`config.mk`:
```
export PLATFORM = sky130hd
export DESIGN_NAME = fv_halt_seq
export DESIGN_NICKNAME = d
export VERILOG_FILES = /design/src/rtl/fvh_pkg.sv /design/src/rtl/fvh_capture.sv /design/src/rtl/fvh_cmd_reg.sv /design/src/rtl/fvh_ctrl.sv /design/src/rtl/fv_halt_seq.sv
export SDC_FILE = /design/constraint.sdc
export NUM_CORES = 1
export LEC_CHECK = 0
export BUFFER_PORTS_ARGS = -buffer_cell sky130_fd_sc_hd__buf_2
export CAP_MARGIN = 30
export CORE_MARGIN = 10
export CORE_UTILIZATION = 29
export DETAILED_ROUTE_END_ITERATION = 16
export PLACE_DENSITY_LB_ADDON = 0.15
export SYNTH_ARGS = -nofsm -noshare
export SYNTH_HDL_FRONTEND = slang
export SYNTH_SLANG_ARGS = --single-unit
```
`constraint.sdc`:
```
create_clock -name clk_i -period 2 [get_ports clk_i]
set_input_delay 0.3 -clock clk_i [delete_from_list [all_inputs] [get_ports clk_i]]
set_output_delay 0.3 -clock clk_i [all_outputs]
set_load 0.05 [all_outputs]
```
`src/rtl/fvh_pkg.sv`:
```
package fvh_pkg;
  typedef enum logic [2:0] {
    ST_NORM      = 3'd0,
    ST_ENT_RATIO = 3'd1,
    ST_ENT_VID   = 3'd2,
    ST_LOW       = 3'd3,
    ST_EXT_VID   = 3'd4,
    ST_EXT_RATIO = 3'd5
  } fvh_state_e;
endpackage

```
`src/rtl/fvh_capture.sv`:
```
module fvh_capture #(
  parameter int W = 8
) (
  input  logic         clk_i,
  input  logic         rst_ni,
  input  logic         load_i,
  input  logic [W-1:0] d_i,
  output logic [W-1:0] q_o
);
  always_ff @(posedge clk_i or negedge rst_ni) begin
    if (!rst_ni)     q_o <= '0;
    else if (load_i) q_o <= d_i;
  end
endmodule

```
`src/rtl/fvh_cmd_reg.sv`:
```
module fvh_cmd_reg #(
  parameter int W = 8
) (
  input  logic         clk_i,
  input  logic         rst_ni,
  input  logic         issue_i,
  input  logic [W-1:0] val_i,
  input  logic         done_i,
  output logic         req_o,
  output logic [W-1:0] cmd_o
);
  always_ff @(posedge clk_i or negedge rst_ni) begin
    if (!rst_ni) begin
      req_o <= 1'b0;
      cmd_o <= '0;
    end else if (issue_i) begin
      req_o <= 1'b1;
      cmd_o <= val_i;
    end else if (done_i) begin
      req_o <= 1'b0;
    end
  end

  assert_cmd_hold_R7: assert property (@(posedge clk_i) disable iff (!rst_ni)
    (req_o && !done_i) |=> (req_o && $stable(cmd_o)));
  assert_no_reissue_R7: assert property (@(posedge clk_i) disable iff (!rst_ni)
    issue_i |-> (!req_o || done_i));
endmodule

```
`src/rtl/fvh_ctrl.sv`:
```
module fvh_ctrl
  import fvh_pkg::*;
(
  input  logic clk_i,
  input  logic rst_ni,
  input  logic enter_i,
  input  logic break_i,
  input  logic ratio_done_i,
  input  logic vid_done_i,
  input  logic ratio_busy_i,
  input  logic vid_busy_i,
  output logic capture_o,
  output logic ratio_issue_o,
  output logic ratio_low_o,
  output logic vid_issue_o,
  output logic vid_low_o,
  output logic low_point_o
);
  fvh_state_e state_q, state_d;
  logic pend_q, pend_d;
  logic r_done, v_done, brk, in_ent_q, in_ent_d;

  assign r_done   = ratio_done_i & ratio_busy_i;
  assign v_done   = vid_done_i & vid_busy_i;
  assign brk      = pend_q | break_i;
  assign in_ent_q = (state_q == ST_ENT_RATIO) || (state_q == ST_ENT_VID);
  assign in_ent_d = (state_d == ST_ENT_RATIO) || (state_d == ST_ENT_VID);

  always_comb begin
    state_d       = state_q;
    capture_o     = 1'b0;
    ratio_issue_o = 1'b0;
    ratio_low_o   = 1'b0;
    vid_issue_o   = 1'b0;
    vid_low_o     = 1'b0;
    unique case (state_q)
      ST_NORM: if (enter_i) begin
        capture_o     = 1'b1;
        ratio_issue_o = 1'b1;
        ratio_low_o   = 1'b1;
        state_d       = ST_ENT_RATIO;
      end
      ST_ENT_RATIO: if (r_done) begin
        if (brk) begin
          ratio_issue_o = 1'b1;        // voltage never moved: skip its restore
          state_d       = ST_EXT_RATIO;
        end else begin
          vid_issue_o = 1'b1;
          vid_low_o   = 1'b1;
          state_d     = ST_ENT_VID;
        end
      end
      ST_ENT_VID: if (v_done) begin
        if (brk) begin
          vid_issue_o = 1'b1;
          state_d     = ST_EXT_VID;
        end else begin
          state_d = ST_LOW;
        end
      end
      ST_LOW: if (break_i) begin
        vid_issue_o = 1'b1;
        state_d     = ST_EXT_VID;
      end
      ST_EXT_VID: if (v_done) begin
        ratio_issue_o = 1'b1;
        state_d       = ST_EXT_RATIO;
      end
      ST_EXT_RATIO: if (r_done) state_d = ST_NORM;
      default: state_d = ST_NORM;
    endcase
  end

  // break seen during entry is held until the running step completes
  assign pend_d = (in_ent_q && in_ent_d) ? brk : 1'b0;

  always_ff @(posedge clk_i or negedge rst_ni) begin
    if (!rst_ni) begin
      state_q <= ST_NORM;
      pend_q  <= 1'b0;
    end else begin
      state_q <= state_d;
      pend_q  <= pend_d;
    end
  end

  assign low_point_o = (state_q == ST_LOW);

  assert_one_cmd_R7: assert property (@(posedge clk_i) disable iff (!rst_ni)
    !(ratio_busy_i && vid_busy_i));
  assert_low_quiet_R4: assert property (@(posedge clk_i) disable iff (!rst_ni)
    low_point_o |-> (!ratio_busy_i && !vid_busy_i));
  assert_entry_order_R2: assert property (@(posedge clk_i) disable iff (!rst_ni)
    (state_q == ST_ENT_RATIO) |-> !vid_busy_i);
  assert_exit_order_R5: assert property (@(posedge clk_i) disable iff (!rst_ni)
    (state_q == ST_EXT_VID) |-> !ratio_busy_i);
  assert_low_exit_R4: assert property (@(posedge clk_i) disable iff (!rst_ni)
    (low_point_o && break_i) |=> (!low_point_o && vid_busy_i));
  assert_norm_break_R10: assert property (@(posedge clk_i) disable iff (!rst_ni)
    (state_q == ST_NORM && !enter_i) |=> (state_q == ST_NORM));
endmodule

```
`src/rtl/fv_halt_seq.sv`:
```
module fv_halt_seq #(
  parameter int RATIO_W = 6,
  parameter int VID_W   = 8
) (
  input  logic               clk_i,
  input  logic               rst_ni,
  input  logic               enter_req_i,
  input  logic               break_i,
  input  logic [RATIO_W-1:0] norm_ratio_i,
  input  logic [VID_W-1:0]   norm_vid_i,
  input  logic [RATIO_W-1:0] low_ratio_i,
  input  logic [VID_W-1:0]   low_vid_i,
  input  logic               ratio_done_i,
  input  logic               vid_done_i,
  output logic               ratio_req_o,
  output logic [RATIO_W-1:0] ratio_cmd_o,
  output logic               vid_req_o,
  output logic [VID_W-1:0]   vid_cmd_o,
  output logic               low_point_o
);
  logic capture, ratio_issue, ratio_low, vid_issue, vid_low;
  logic [RATIO_W-1:0] saved_ratio, ratio_val;
  logic [VID_W-1:0]   saved_vid, vid_val;

  fvh_ctrl u_ctrl (
    .clk_i        (clk_i),
    .rst_ni       (rst_ni),
    .enter_i      (enter_req_i),
    .break_i      (break_i),
    .ratio_done_i (ratio_done_i),
    .vid_done_i   (vid_done_i),
    .ratio_busy_i (ratio_req_o),
    .vid_busy_i   (vid_req_o),
    .capture_o    (capture),
    .ratio_issue_o(ratio_issue),
    .ratio_low_o  (ratio_low),
    .vid_issue_o  (vid_issue),
    .vid_low_o    (vid_low),
    .low_point_o  (low_point_o)
  );

  fvh_capture #(.W(RATIO_W)) u_cap_ratio (
    .clk_i(clk_i), .rst_ni(rst_ni), .load_i(capture), .d_i(norm_ratio_i), .q_o(saved_ratio)
  );
  fvh_capture #(.W(VID_W)) u_cap_vid (
    .clk_i(clk_i), .rst_ni(rst_ni), .load_i(capture), .d_i(norm_vid_i), .q_o(saved_vid)
  );

  assign ratio_val = ratio_low ? low_ratio_i : saved_ratio;
  assign vid_val   = vid_low   ? low_vid_i   : saved_vid;

  fvh_cmd_reg #(.W(RATIO_W)) u_ratio_cmd (
    .clk_i(clk_i), .rst_ni(rst_ni), .issue_i(ratio_issue), .val_i(ratio_val),
    .done_i(ratio_done_i), .req_o(ratio_req_o), .cmd_o(ratio_cmd_o)
  );
  fvh_cmd_reg #(.W(VID_W)) u_vid_cmd (
    .clk_i(clk_i), .rst_ni(rst_ni), .issue_i(vid_issue), .val_i(vid_val),
    .done_i(vid_done_i), .req_o(vid_req_o), .cmd_o(vid_cmd_o)
  );
endmodule

```
After elaboration in Yosys (flattened, before gate mapping)
Index checks and enable logic that the tools add are counted.
{"block": "word_totals", "regBits": 34, "latch_bits": 0, "ramBits": 0, "rom_bits": 0, "inputBits": 34, "output_inout_bits": 17, "word_cells": 52, "mem_count": 0}
{"block": "op_classes", "n_addsub": 0, "multipliers": 0, "div_mod_pow": 0, "n_lt_le_gt_ge": 0, "eq_ne": 7, "shift": 0, "muxes": 28, "bitwise": 3, "reduce_logical": 6}
{"operator": "$mux W3", "n": 8}
{"operator": "$pmux W3 S6", "n": 1}
{"operator": "$mux W1", "n": 15}
{"operator": "$eq A3 B2 Y1 const B", "n": 3}
{"operator": "$mux W8", "n": 1}
{"operator": "$eq A3 B1 Y1 const B", "n": 2}
{"operator": "$eq A3 B3 Y1 const B", "n": 2}
{"operator": "$mux W6", "n": 1}
{"operator": "$pmux W1 S3", "n": 2}
{"operator": "$reduce_bool A2 Y1", "n": 2}
{"operator": "$logic_not A3 Y1", "n": 1}
{"operator": "$and A1 B1 Y1", "n": 2}
{"operator": "$logic_or A1 B1 Y1", "n": 2}
{"operator": "$logic_and A1 B1 Y1", "n": 1}
{"operator": "$or A1 B1 Y1", "n": 1}

Depth between registers and ports, before layout
Gate-level depths: netlist (run 1).
{"block": "logic_depth", "ltp_word": 8, "depth_mapped": 6, "depth_no_buf": 4}

Hierarchy
A second synthesis (run 1) with hierarchy kept.
{"block": "hier_totals", "hier_cells": 123, "hier_area_um2": 1828.0}
{"module": "fvh_cmd_reg at u_vid_cmd", "instances": 1, "cells_per_inst": 20, "area_each_um2": 369.1, "seq_area_each_um2": 225.2}
{"module": "fvh_ctrl", "instances": 1, "cells_per_inst": 41, "area_each_um2": 354.1, "seq_area_each_um2": 100.1}
{"module": "fvh_capture at u_cap_vid", "instances": 1, "cells_per_inst": 17, "area_each_um2": 331.6, "seq_area_each_um2": 200.2}
{"module": "fvh_cmd_reg at u_ratio_cmd", "instances": 1, "cells_per_inst": 16, "area_each_um2": 289.0, "seq_area_each_um2": 175.2}
{"module": "fvh_capture at u_cap_ratio", "instances": 1, "cells_per_inst": 13, "area_each_um2": 251.5, "seq_area_each_um2": 150.1}
{"module": "fv_halt_seq", "instances": 1, "cells_per_inst": 16, "area_each_um2": 232.7, "seq_area_each_um2": 0.0}

Worst setup path after synthesis (run 1)
OpenSTA, ideal clock, no wires.
{"block": "synth_timing", "path_kind": "register -> register", "from": "register u_vid_cmd.req_o", "to": "register u_ratio_cmd.cmd_o[0]", "setup_ps": 125, "arrival_ps": 1630, "required_time_ps": 1875, "slack_ps": 246, "path_stages_with_launch": 5, "path_buffers": 0, "period_less_slack_ps": 1754, "cell_sequence": "dfrtp_1 > and2_4 > a21oi_1 > a2bb2oi_2 > mux2_2"}
{"block": "synth_via", "elab_chain_cells": 3}
{"element": "start: declaration", "line": "fvh_cmd_reg.sv:9", "rtl": "output logic req_o,"}
{"element": "start signal: assignment", "line": "fvh_cmd_reg.sv:14", "rtl": "req_o <= 1'b0;"}
{"element": "start signal: assignment", "line": "fvh_cmd_reg.sv:17", "rtl": "req_o <= 1'b1;"}
{"element": "start signal: assignment", "line": "fvh_cmd_reg.sv:20", "rtl": "req_o <= 1'b0;"}
{"element": "$and A1 B1 Y1", "line": "fvh_ctrl.sv:24", "rtl": "assign v_done = vid_done_i & vid_busy_i;"}
{"element": "$mux W1", "line": "fvh_ctrl.sv:65", "rtl": "ST_EXT_VID: if (v_done) begin"}
{"element": "$pmux W1 S3", "line": "fvh_ctrl.sv:36", "rtl": "unique case (state_q)"}
{"element": "end signal: assignment", "line": "fvh_cmd_reg.sv:18", "rtl": "cmd_o <= val_i;"}
{"element": "end: declaration", "line": "fvh_cmd_reg.sv:10", "rtl": "output logic [W-1:0] cmd_o"}
Every way passes these cells.
A chain may end at the register's enable or synchronous reset.

Final worst setup path (run 1)
{"block": "layout_timing", "from": "register u_ctrl.state_q[1]", "to": "register u_ratio_cmd.cmd_o[5]"}
{"block": "layout_via", "elab_chain_cells": 3, "word_cells_on_any_way": 6, "cone_classes": "eq/ne (2); mux (3); reduce/logical (1)"}
{"element": "start: declaration", "line": "fvh_ctrl.sv:19", "rtl": "fvh_state_e state_q, state_d;"}
{"element": "start signal: assignment", "line": "fvh_ctrl.sv:82", "rtl": "state_q <= state_d;"}
{"element": "$logic_not A3 Y1", "line": "fvh_ctrl.sv:36"}
{"element": "$mux W1", "line": "fvh_ctrl.sv:36"}
{"element": "$mux W6", "line": "fv_halt_seq.sv:49", "rtl": "assign ratio_val = ratio_low ? low_ratio_i : saved_ratio;"}
Parallel ways exist; a longest one is shown, timed or not.

==> results of run 1 <==
[flip-flops by register name, indices dropped and copies added, names as in the netlist]
signal,cells
u_vid_cmd.cmd_o,8
u_ratio_cmd.cmd_o,6
u_cap_ratio.q_o,6
u_cap_vid.q_o,8
u_ctrl.pend_q,1
u_ctrl.state_q,3
u_ratio_cmd.req_o,1
u_vid_cmd.req_o,1
[critical path, delay by kind of cell, from the launching register on]
family | cells | cell delay, ps
multiplexers | 2 | 630
AND/OR/NAND/NOR | 2 | 620
flip-flops | 1 | 380
[cell families (layout without fill, tap and decap cells)]
| family | after synthesis | count (layout) |
|---|---|---|
| flip-flops | 34 | 34 |
| AND/OR/NAND/NOR | 18 | 18 |
| buffers and inverters | 8 | 66 |
| multiplexers | 27 | 27 |
| AO/OA/AOI/OAI | 31 | 31 |
[how the worst max path moves through the flow]
stage | cells past startpoint | to | startpoint
2_1_floorplan | 4 | u_ratio_cmd.cmd_o[0] | u_vid_cmd.req_o
3_3_place_gp | 4 | u_ratio_cmd.cmd_o[5] | u_ctrl.state_q[1]
3_5_place_dp | 4 | u_ratio_cmd.cmd_o[5] | u_ctrl.state_q[1]
4_1_cts | 4 | u_ratio_cmd.cmd_o[5] | u_ctrl.state_q[1]
5_1_grt | 4 | u_ratio_cmd.cmd_o[5] | u_ctrl.state_q[1]
6_report | 4 | u_ratio_cmd.cmd_o[5] | u_ctrl.state_q[1]
[cell type report]
type                       count  area (µm²)
timing repair buffer          56         295
inverter                       2        7.51
multi-input combinational     76         741
fill                         570        3460
clock inverter                 1        5.00
tap                           72        90.1
sequential                    34         851
clock buffer                   7        86.3
[Yosys cell counts, drive strengths merged]
cell      n  share of area [%]
a21o      1               0.45
o22a     16                8.4
or2       1               0.52
o21ai     5                1.5
dfrtp    34                 51
and4b     1               0.60
and2b     1               0.45
o221ai    1               0.90
and3b     1               0.52
nor2      2               0.45
o21a      1               0.45
o211ai    1               0.45
nand2     4                1.0
buf       5                4.0
nor3b     1               0.45
mux2     27                 22
nand3     1               0.30
inv       2               0.45
nor2b     5                2.5
a21boi    1               0.45
and2      1               0.52
a2bb2oi   1               0.90
clkbuf    1               0.22
a21oi     3                1.6
o22ai     1               0.38
[power breakdown]
| part | internal [mW] | total, mW | switching [mW] | leakage [nW] |
|---|---|---|---|---|
| registers | 1.03 | 1.22 | 0.192 | 0.406 |
| logic | 0.775 | 1.82 | 1.05 | 0.507 |
| clock network | 0.278 | 0.518 | 0.240 | 0.0482 |
[metrics by stage]
| stage | hold slack [ps] | setup slack, ps | area, µm² | instances | total power [mW] |
|---|---|---|---|---|---|
| 3_3_place_gp | 416 | 299 | 1980 | 240 | 3.05 |
| 3_5_place_dp | 434 | 266 | 1980 | 240 | 3.08 |
| 5_1_grt | 164 | 169 | 2080 | 248 | 3.78 |
| 6_report | 98.5 | 257 | 2080 | 248 | 3.56 |
| 2_1_floorplan | 4.41 | 246 | 1670 | 118 | 2.70 |
| 4_1_cts | 127 | 253 | 2080 | 248 | 3.62 |
[per-layer routing]
metal | share of wire (%) | wire [µm] | GRT usage (%) | up-vias
li1 | - | - | - | 549
met2 | 50 | 1990 | 15.1 | 29
met4 | 0.53 | 21 | 3.32 | 0
met3 | 6.2 | 244 | 3.66 | 2
met1 | 43 | 1700 | 10.6 | 560
met5 | 0 | 0 | 0 | -
==> metrics.txt, run 1 <==
Post-Synth Simple-Gate Area 7.35%; number of global-route vias before repair roughly 1.3k; chip width between 90 and 100 µm; fin crit period about 1700 ps; CTS H-tree depth 2; Setup CP Type register to register; HPWL Detailed a little over 3000 µm; synthesis-stage register bit count 34; Num CTS Buffers 5; layout cells sized above 1 a little under three fifths; max cap viols 0; sequential fraction of the synthesis area 51.0%; main combinational cell family by area after synthesis multiplexers; first-pass iteration count of the detailed router 4; Clock Tree Buf Depth 2; final antenna-violating net count 0; CP Data Required Time approximately 2200 ps; Fin. Hold Viols 0; Reg2Reg Setup Slack 260 ps; maximum clock rate around 570 MHz; Reg2Reg Launch Point u_ctrl.state_q[1]; worst clock skew around 3.6 ps; Iteration-0 DRC Markers 30; YS warnings 0; CP Data Arrival Time ~1900 ps; clock latency on the worst-skew pair around 280 ps; Worst-Margin Slew roughly 800 ps; core area between 0.005 and 0.006 mm²; Slew Viols, Final 0; via-per-instance ratio roughly 4.6; final-stage net count ~210; outcome finished, final reports clean; Worst-path clk slew ~70 ps; most common cell after layout, fill and taps aside buf_2; post-synthesis adder-cell area fraction 0%; worst reg-to-reg path cell count 4; first-pass GRT wire length approximately 6500 µm; P&R area growth vs syn 24.4%; final setup vio count 0; setup tns final 0 ps; die height roughly 96 µm; largest net degree at the start of global routing 35; cell mode on critical path mux2_2; Crit-path slowest cell dfrtp_1; die area ~0.009 mm²; post-synthesis mux area share a little over a fifth; routed wire length per instance approximately 16 µm; Worst setup SP type register; RSZ-0062 raised after global routing no; fin crit share about 87%; routed via count 1,140; Pwr Density ~1700 mW/mm²; I/O Buffers 50; Netlist Area Pre-Place about 0.0017 mm²; syn avg cell area about 14 µm²; cts hold-fix bufs 0; cells resized by post-CTS repair 0; Initial Utilization a little under a third; DRC 0; CP max stage delay 380 ps; ANT cells 0; initial antenna violation count 0; Net Count, Synth around 150; final core occ between 30% and 40%; gr usage total under 10%; Max FO, Critical Path 11; Core Rows 27; Post-CTS Setup Repair Bufs 0; CP Cell Sequence or2_4 -> nor2b_4 -> mux2_2 -> mux2_2; reg-to-reg endpoint u_ratio_cmd.cmd_o[5]; Slew HR 47.6%; Gate Count Post-Synth between 100 and 150; most frequent cells in the layout buf_2 (50), dfrtp_1 (34), o22a_1 (16), mux2_4 (15), mux2_2 (12); CTS sink count 34; Placer Congestion between 0.8 and 0.9; Static Leak ~0.96 nW; Detailed Route WL 3950 µm; Overflow after GRT 0; Hold Path Class input port to async pin; post-synthesis xor/xnor area fraction 0%; Setup crit end kind register; Ports between 50 and 60; clk root buf clkbuf_8; post-synth cell types 32; IR drop worst, VDD approximately 0.59 mV; TritonCTS clock tree done; Synth Area in Compound Gates roughly 15%
Note: power is estimated with default switching activity, not from simulation.
==> run 2, diff against run 1 <==
Settings changed: BUFFER_PORTS_ARGS -buffer_cell sky130_fd_sc_hd__buf_2 to unset, DONT_BUFFER_PORTS set to 1.
Clock period 2 ns to 2.2 ns, I/O delays scaled along.
==> run 2 against run 1 <==
  * Count of clock-buffer cells in the layout fell by 2
  * Sequential power rose by 34%
  * Non-clock buffer count shrank 48
  * Final cell count is 20% lower
  * Die area stayed put
  * Sequential share of layout area rose by 5.2 points
  * Final area decreased by 11%
  * Clock power is 17% lower
  * Setup slack better by 15 ps
  * Flip-flop and latch count unchanged
  * Via count decreased by 15%
  * Power down 15%
  * Critical path type unchanged
==> metrics.txt, run 2 (synthesized netlist as in run 1, its figures left out) <==
crit path launch u_ctrl.state_q[0]; Max FO, Critical Path 12; largest net degree at the start of global routing 35; first-pass GRT wire length slightly above 6000 µm; Setup crit end kind register; Static Leak ~0.77 nW; HPWL Detailed approximately 2900 µm; Finished Layout Cells 199; via-per-instance ratio just under 5; initial antenna violation count 0; Pwr Density 1650 mW/mm²; Overflow after GRT 0; clk root buf clkbuf_8; die height approximately 96 µm; layout cells sized above 1 about two fifths; I/O Buffers 0; CTS H-tree depth 2; maximum clock rate roughly 520 MHz; final antenna-violating net count 0; Setup CP Type register to register; CP Data Required Time around 2400 ps; Detailed Route WL 3860 µm; TritonCTS clock tree done; Clock Tree Buf Depth 2; worst setup margin roughly 270 ps; Slew Viols, Final 0; DRC 0; Iteration-0 DRC Markers 30; Worst-Margin Slew ~540 ps; Crit-path slowest cell dfrtp_1; cells resized by post-CTS repair 0; CP max stage delay 490 ps; ANT cells 0; RSZ-0062 raised after global routing no; CTS sink count 34; Placer Congestion a little over 0.8; Ports a little over 50; chip width ~96 µm; IR drop worst, VDD 0.526 mV; Hold Path Class input port to register; fin crit share 87.6%; gr usage total a little under 9%; clock latency on the worst-skew pair about 280 ps; die area just over 0.009 mm²; largest registers u_cap_vid.q_o (8), u_vid_cmd.cmd_o (8); final setup vio count 0; final-stage net count around 160; CP Data Arrival Time around 2100 ps; DP Cell Count 190; fin crit period just under 2000 ps; Core Rows 27; CP Cell Sequence or2_4 -> nor2b_4 -> mux2_2 -> mux2_2; core area between 0.005 and 0.006 mm²; routed wire length per instance 19.4 µm; most frequent cells in the layout dfrtp_1 (34), o22a_1 (16), mux2_4 (15), mux2_2 (12), buf_4 (6); Worst-path clk slew 60 ps; worst clock skew a little under 6 ps; final core occ 33.3%; P&R area growth vs syn 10.4%; Reg2Reg Launch Point u_ctrl.state_q[0]; Fin. Hold Viols 0; number of global-route vias before repair 1,047; Worst setup SP type register; outcome finished, final reports clean; max cap viols 0; first-pass iteration count of the detailed router 5; cell mode on critical path mux2_2; pre-CTS setup slack about 290 ps; most common cell after layout, fill and taps aside dfrtp_1; Num CTS Buffers 5; routed via count slightly below 1k; Slew HR between 60% and 70%; startpoint of the worst hold path ratio_done_i; setup tns final 0 ps; Initial Utilization a little under a third
==> run 2: changes by cell type in the layout (fill, tap and decap cells not counted) <==
cell / before / now
buf_12: 0 / 1
buf_2: 50 / 0
clkbuf_1: 1 / 0
clkbuf_8: 6 / 5
clkinv_2: 1 / 2
dlygate4sd3_1: 0 / 1
==> run 2: power breakdown <==
part / switching, mW / total [mW] / internal, mW
clock: 0.219 / 0.431 / 0.212
sequential: 0.706 / 1.63 / 0.926
combinational: 0.389 / 0.977 / 0.588
total: 1.31 / 3.04 / 1.73
==> run 2: worst max-delay path: cells and delay by family (launching register included) <==
kind	cells	cell delay, ps
flops	1	490
simple gates	2	680
mux	2	630
==> run 2: metrics by stage <==
step	hold WS (ps)	total power, mW	instance area, µm²
5_1_grt	154	3.23	1840
2_1_floorplan	34.4	2.45	1670
3_5_place_dp	35.9	2.63	1730
4_1_cts	130	3.10	1840
6_report	149	3.04	1840
3_3_place_gp	35.7	2.60	1730
==> run 2: cell type report <==
type | count | area, µm²
clock buffers | 5 | 68.8
clock inverters | 2 | 10.0
fillers | 568 | 3700
inverters | 2 | 7.51
multi-input cells | 76 | 741
flip-flops and latches | 34 | 851
well taps | 72 | 90.1
repair buffers | 8 | 75.1
==> run 2: per-layer routing <==
layer	vias to the layer above	share of wire [%]	track usage, %
met3	2	8.0	5.14
li1	454	-	-
met2	37	50	14.4
met5	-	0	0
met1	471	41	9.72
met4	0	0.54	2.95
==> run 2: worst paths after layout <==
path	end	slack (ps)	depth (start not counted)
max	u_ratio_cmd.cmd_o[5]	270	4
min	u_ratio_cmd.req_o	150	1
max reg2reg	u_ratio_cmd.cmd_o[5]	270	4
min reg2reg	u_cap_vid.q_o[4]	510	1
max in group asynchronous	u_ratio_cmd.cmd_o[5]	1510	2
min in group asynchronous	u_ctrl.pend_q	500	2
==> run 2: repair_timing <==
action	CTS	global route
endpoints found under the hold margin	34	0
setup buffers	0	0
hold buffers	2	0
